`src/rtl/rtmr_pkg.sv`:
```
`timescale 1ns/1ps
package rtmr_pkg;
   // register addresses
   localparam int ADDR_VALUE = 0;
   localparam int ADDR_CTRL  = 1;
   localparam int ADDR_LATCH = 2;

   // control field bit positions
   localparam int BIT_RUN   = 0;
   localparam int BIT_WMODE = 1;
   localparam int BIT_SRC   = 2;
   localparam int BIT_IRQ   = 3;
   localparam int CTRL_BITS = 4;

   typedef struct packed {
      logic irq;
      logic src;
      logic wmode;
      logic run;
   } ctrl_t;
endpackage

```
`src/rtl/rtmr_edge.sv`:
```
`timescale 1ns/1ps
// Rising-edge detector for an external enable that is a level, not a pulse.
module rtmr_edge (
   input  logic clk,
   input  logic rst_n,
   input  logic lvl_in,
   output logic rise_out
);
   logic lvl_q;

   always_ff @(posedge clk or negedge rst_n) begin
      if (!rst_n) lvl_q <= 1'b0;
      else        lvl_q <= lvl_in;
   end

   assign rise_out = lvl_in & ~lvl_q;
endmodule

```
`src/rtl/rtmr_core.sv`:
```
`timescale 1ns/1ps
// Reload latch, down-counter and underflow generation.
module rtmr_core #(
   parameter int              WIDTH     = 8,
   parameter logic [WIDTH-1:0] RESET_VAL = '1
) (
   input  logic             clk,
   input  logic             rst_n,
   input  logic             run,
   input  logic             tick,
   input  logic             cnt_load,
   input  logic             latch_load,
   input  logic [WIDTH-1:0] load_val,
   output logic [WIDTH-1:0] cnt,
   output logic [WIDTH-1:0] latch,
   output logic             uf_evt,
   output logic             uf_pulse
);
   localparam logic [WIDTH-1:0] ZERO = '0;
   localparam logic [WIDTH-1:0] ONE  = WIDTH'(1);

   logic step;

   // a load from the bus wins over a tick on the same edge
   assign step   = run & tick & ~cnt_load;
   assign uf_evt = step & (cnt == ZERO);

   always_ff @(posedge clk or negedge rst_n) begin
      if (!rst_n) begin
         latch <= RESET_VAL;
      end else if (latch_load) begin
         latch <= load_val;
      end
   end

   always_ff @(posedge clk or negedge rst_n) begin
      if (!rst_n) begin
         cnt <= RESET_VAL;
      end else if (cnt_load) begin
         cnt <= load_val;
      end else if (step) begin
         cnt <= uf_evt ? latch : (cnt - ONE);
      end
   end

   always_ff @(posedge clk or negedge rst_n) begin
      if (!rst_n) uf_pulse <= 1'b0;
      else        uf_pulse <= uf_evt;
   end
endmodule

```
`src/rtl/rtmr_regs.sv`:
```
`timescale 1ns/1ps
// Register decode, control state and read multiplexer.
module rtmr_regs
   import rtmr_pkg::*;
#(
   parameter int WIDTH  = 8,
   parameter int ADDR_W = 2
) (
   input  logic              clk,
   input  logic              rst_n,
   input  logic              bus_wr,
   input  logic [ADDR_W-1:0] bus_addr,
   input  logic [WIDTH-1:0]  bus_wdata,
   input  logic              uf_evt,
   input  logic [WIDTH-1:0]  cnt,
   input  logic [WIDTH-1:0]  latch,
   output ctrl_t             ctrl,
   output logic              cnt_load,
   output logic              latch_load,
   output logic [WIDTH-1:0]  bus_rdata
);
   localparam logic [ADDR_W-1:0] A_VALUE = ADDR_W'(ADDR_VALUE);
   localparam logic [ADDR_W-1:0] A_CTRL  = ADDR_W'(ADDR_CTRL);
   localparam logic [ADDR_W-1:0] A_LATCH = ADDR_W'(ADDR_LATCH);

   logic value_wr;
   logic ctrl_wr;

   assign value_wr   = bus_wr & (bus_addr == A_VALUE);
   assign ctrl_wr    = bus_wr & (bus_addr == A_CTRL);
   assign latch_load = value_wr;
   assign cnt_load   = value_wr & ~ctrl.wmode;

   always_ff @(posedge clk or negedge rst_n) begin
      if (!rst_n) begin
         ctrl.run   <= 1'b0;
         ctrl.wmode <= 1'b0;
         ctrl.src   <= 1'b0;
      end else if (ctrl_wr) begin
         ctrl.run   <= bus_wdata[BIT_RUN];
         ctrl.wmode <= bus_wdata[BIT_WMODE];
         // source is frozen while the timer runs
         if (!ctrl.run) ctrl.src <= bus_wdata[BIT_SRC];
      end
   end

   always_ff @(posedge clk or negedge rst_n) begin
      if (!rst_n) begin
         ctrl.irq <= 1'b0;
      end else if (uf_evt) begin
         ctrl.irq <= 1'b1;
      end else if (ctrl_wr && !bus_wdata[BIT_IRQ]) begin
         ctrl.irq <= 1'b0;
      end
   end

   always_comb begin
      bus_rdata = '0;
      case (bus_addr)
         A_VALUE: bus_rdata = cnt;
         A_CTRL:  bus_rdata = WIDTH'(ctrl);
         A_LATCH: bus_rdata = latch;
         default: bus_rdata = '0;
      endcase
   end
endmodule

```
`src/rtl/rtmr_timer.sv`:
```
`timescale 1ns/1ps
// Reloadable divide-by-(n+1) timer, top level.
module rtmr_timer
   import rtmr_pkg::*;
#(
   parameter int               WIDTH     = 8,
   parameter int               ADDR_W    = 2,
   parameter logic [WIDTH-1:0] RESET_VAL = '1,
   parameter bit               EXT_EDGE  = 1'b0
) (
   input  logic              clk,
   input  logic              rst_n,
   input  logic              bus_wr,
   input  logic [ADDR_W-1:0] bus_addr,
   input  logic [WIDTH-1:0]  bus_wdata,
   output logic [WIDTH-1:0]  bus_rdata,
   input  logic              tick_int,
   input  logic              tick_ext,
   output logic              uf_pulse,
   output logic              irq
);
   // elaboration-time parameter checks
   if (WIDTH < CTRL_BITS) begin : g_bad_width
      $error("rtmr_timer: WIDTH must hold the control field");
   end
   if ((1 << ADDR_W) <= ADDR_LATCH) begin : g_bad_addr
      $error("rtmr_timer: ADDR_W too small for the register map");
   end

   ctrl_t            ctrl_q;
   logic             run_q, wmode_q, src_q, irq_q;
   logic [WIDTH-1:0] cnt_q, latch_q;
   logic             cnt_load, latch_load, uf_evt;
   logic             ext_tick, tick_sel;

   assign run_q   = ctrl_q.run;
   assign wmode_q = ctrl_q.wmode;
   assign src_q   = ctrl_q.src;
   assign irq_q   = ctrl_q.irq;

   // external enable: pulse as-is, or level converted to rising edges
   if (EXT_EDGE) begin : g_ext_edge
      rtmr_edge u_edge (
         .clk      (clk),
         .rst_n    (rst_n),
         .lvl_in   (tick_ext),
         .rise_out (ext_tick)
      );
   end else begin : g_ext_pulse
      assign ext_tick = tick_ext;
   end

   assign tick_sel = src_q ? ext_tick : tick_int;

   rtmr_regs #(
      .WIDTH  (WIDTH),
      .ADDR_W (ADDR_W)
   ) u_regs (
      .clk        (clk),
      .rst_n      (rst_n),
      .bus_wr     (bus_wr),
      .bus_addr   (bus_addr),
      .bus_wdata  (bus_wdata),
      .uf_evt     (uf_evt),
      .cnt        (cnt_q),
      .latch      (latch_q),
      .ctrl       (ctrl_q),
      .cnt_load   (cnt_load),
      .latch_load (latch_load),
      .bus_rdata  (bus_rdata)
   );

   rtmr_core #(
      .WIDTH     (WIDTH),
      .RESET_VAL (RESET_VAL)
   ) u_core (
      .clk        (clk),
      .rst_n      (rst_n),
      .run        (run_q),
      .tick       (tick_sel),
      .cnt_load   (cnt_load),
      .latch_load (latch_load),
      .load_val   (bus_wdata),
      .cnt        (cnt_q),
      .latch      (latch_q),
      .uf_evt     (uf_evt),
      .uf_pulse   (uf_pulse)
   );

   assign irq = irq_q;
endmodule

```
`config.mk`:
```
export PLATFORM = sky130hd
export DESIGN_NAME = rtmr_timer
export DESIGN_NICKNAME = d
export VERILOG_FILES = /design/src/rtl/rtmr_pkg.sv /design/src/rtl/rtmr_edge.sv /design/src/rtl/rtmr_core.sv /design/src/rtl/rtmr_regs.sv /design/src/rtl/rtmr_timer.sv
export SDC_FILE = /design/constraint.sdc
export NUM_CORES = 1
export LEC_CHECK = 0
export ABC_AREA = 1
export BUFFER_PORTS_ARGS = -buffer_cell sky130_fd_sc_hd__clkbuf_2
export CAP_MARGIN = 20
export CORE_MARGIN = 1.5
export CORE_UTILIZATION = 50
export CTS_CLUSTER_SIZE = 8
export DETAILED_ROUTE_END_ITERATION = 8
export GPL_TIMING_DRIVEN = 1
export PLACE_DENSITY = 0.73
export SYNTH_ARGS = -nofsm -noshare
export SYNTH_HDL_FRONTEND = slang
export SYNTH_HIERARCHICAL = 1
export SYNTH_SLANG_ARGS = --single-unit
```
`constraint.sdc`:
```
create_clock -name clk -period 2.35 [get_ports clk]
set_clock_uncertainty 0.15 [all_clocks]
set_input_delay 0.3525 -clock clk [delete_from_list [all_inputs] [get_ports clk]]
set_output_delay 0.3525 -clock clk [all_outputs]
set_load 0.05 [all_outputs]
```
==> impl_results.md <==
* Status: complete, no violations
* Max FO, Critical Path at 6
* Synth cell types at 27
* Power Dens Cells at 953 nW/um2
* Yosys warns at 6
* Required @ worst endpoint at 1.85 ns
* Detail Route Antenna Nets at 0
* Post-CTS Setup Inserts at 0
* FFs w/ async S/R, synth at 100%
* Largest net degree at the start of global routing at 22
* # setup viols final at 0
* Register area share after synthesis at 39.5%
* Area leader, netlist: dfstp_2
* Tmin final at 1.84 ns
* Wire per inst at 12.9 um
* VDD IR max at 0.532 mV
* Synth Flop Type: dfstp_2
* Fillers at 247
* Post-route DRC at 0
* Hold Path Class: in -> reg
* Synthesized flop and latch total at 21
* CTS max path bufs at 2
* Initial Utilization at 54.2%
* TNS Setup at 0 ns
* Min Hold Slack at 0.0990 ns
* Max Slew Vio Count at 0
* Post-synth EDFFs at 0
* Core box area at 2540 um2
* Static Leak at 0.803 nW
* CTS tree: yes
* Share of layout cells above drive strength 1 at 29.1%
* Post-synth top cells: 68 x nand2_1, 25 x inv_1, 21 x nand3_1
* Port Buffers at 24
* Crit path DAT at 1.34 ns
* Period utilisation layout at 78.5%
* All-Layer GR Usage at 22.6%
* RSZ-0062 raised after global routing: false
* Post-DP HPWL at 2460 um
* Crit. End Element: primary output
* Max-slew headroom at 65.4%
* Number of diodes at 0
* Die footprint at 3080 um2
* Cts repair resizes at 0
* Startpoint Class: register
* Routed wire length at 3210 um
* Via Count at 1333
* Mapped Cells at 189
* Area delta synth->final at 15.1%
* Final hold viol count at 0
* Gpl congestion at 0.871
* Std-Cell Rows at 18
* DRT Pass-1 Iters at 4
* Root Buffer: clkbuf_4
* Clk Latency, worst-skew pair at 0.30 ns
* GRT overflow at 0
* Worst-margin pin slew at 0.518 ns
* Most frequent cell after synthesis: nand2_1
* First-pass GRT wire length at 5640 um
* Worst R2R Path Depth at 8
* H-tree depth at 1
* Highest Clock Rate at 542 MHz
* Antenna violations before repair at 0
* Clk sink count at 21
* Clk pin slew, worst setup/hold paths at 0.11 ns
* Post-synth top area share at 30.5%
* 1st-iter DRT viols at 50
* Max Cap Viol at 0
* Syn Area/Cell at 7.30 um2
* CTS Buf Count at 3
* Die width at 55.5 um
* Setup CP Type: reg -> out
* Via density per instance at 5.33
* Vias in the first global route at 1232
* Final net count at 237
* IO Count at 25
* WHS Path Cells at 3
* Area of the mapped netlist at 1380 um2
* Chip Height at 55.5 um
* Top post-synthesis cells by area: dfstp_2 30%, nand2_1 18%, dfrtp_1 9.1%
* Mapped Nets at 205
[layout by cell type (no fill, tap or decap)]
cell            n
dfrtp_1         5
nand3_1        21
nor3_4          1
nor3_1          2
inv_1          25
nand2_2         1
o211ai_1        2
o21bai_2        1
dlygate4sd3_1   1
nand2_4         1
clkbuf_4        3
nor2_1          8
nor2_4          2
nor2_8          1
mux2_2          1
nand2_1        68
nor2_2          5
clkbuf_2       24
inv_2           2
xor2_1          2
nand4_1         8
o22ai_1         1
clkbuf_1        1
dfstp_2        16
ha_1            1
o21ai_0        10
buf_4           4
nand3_2         1
a21oi_1         1
nand4_4         1
[kinds of logic (layout without fill, tap and decap cells)]
group                      count (synthesis)  after routing  share of synthesized area, %
and+or+nand+nor                          120            120                          42.7
DFF                                       21             21                          39.5
muxes                                      1              1                         0.816
AOI/OAI and AO/OA                         15             15                          6.35
xor gates and xnor gates                   2              2                          1.27
buffers and inverters                     29             60                          8.43
adders and majority gates                  1              1                         0.906
[state kept, by name, summed over array words and instances, names as in the netlist]
name and flops:
u_core/cnt 8, u_core/latch 8, u_core/uf_pulse 1, u_regs/ctrl 4
[critical path, stage by stage, from the launching register on]
cell      delay (ns)
dfstp_2         0.62
nand2_1         0.07
nand3_1         0.08
clkbuf_2        0.27
[where the power goes]
part	switching [mW]	internal (mW)	leakage, nW	total [mW]
clock	0.108	0.0661	0.0150	0.174
combinational	0.452	0.224	0.556	0.676
sequential	0.132	0.532	0.233	0.664
total	0.691	0.822	0.803	1.51
[layer usage]
layer	track usage [%]	wire length, um	part of all wire, %	vias up
met3	2.81	197	6.1	2
met2	35.4	1500	47	46
met4	6.62	14	0.44	0
li1	-	-	-	669
met1	32.7	1500	47	616
met5	0	0	0	-
[stage by stage]
| step | std cells | worst slack (ns) | util [%] | total power, mW | area (um2) |
|---|---|---|---|---|---|
| after floorplan | 189 | 0.534 | - | 1.18 | 1380 |
| after global placement | 245 | 0.613 | 61.0 | 1.33 | 1550 |
| after detailed placement | 245 | 0.547 | 61.0 | 1.34 | 1550 |
| after CTS | 250 | 0.491 | 62.4 | 1.53 | 1590 |
| after global routing | 250 | 0.438 | 62.4 | 1.64 | 1590 |
| final | 250 | 0.506 | 62.4 | 1.51 | 1590 |
[path summary, 6_finish.rpt]
check                           slack (ns)            start         endpoint
worst max register to register        0.61    u_core/cnt[0]    u_core/cnt[7]
worst min-delay path                   0.1     bus_wdata[5]  u_core/latch[5]
worst min register to register        0.34  u_core/latch[0]  u_core/latch[0]
worst max-delay path                  0.51    u_core/cnt[3]     bus_rdata[3]
min in group asynchronous             0.39            rst_n  u_core/uf_pulse
max in group asynchronous             1.30            rst_n    u_core/cnt[6]
[layout make-up]
| type | instances | area [um2] | area share (%) |
|---|---|---|---|
| Timing Repair Buffer | 29 | 160 | 10.1 |
| Clock buffer | 4 | 26.3 | 1.65 |
| Tap cell | 30 | 37.5 | 2.36 |
| Multi-Input combinational cell | 139 | 718 | 45.2 |
| Inverter | 27 | 101 | 6.38 |
| Sequential cell | 21 | 546 | 34.3 |
[what timing repair did]
| action | CTS | global route |
|---|---|---|
| hold endpoints to repair | 5 | 0 |
| hold buffers | 1 | 0 |
| setup endpoints to repair | 0 | 0 |
Power figures use the tool's default switching activity.
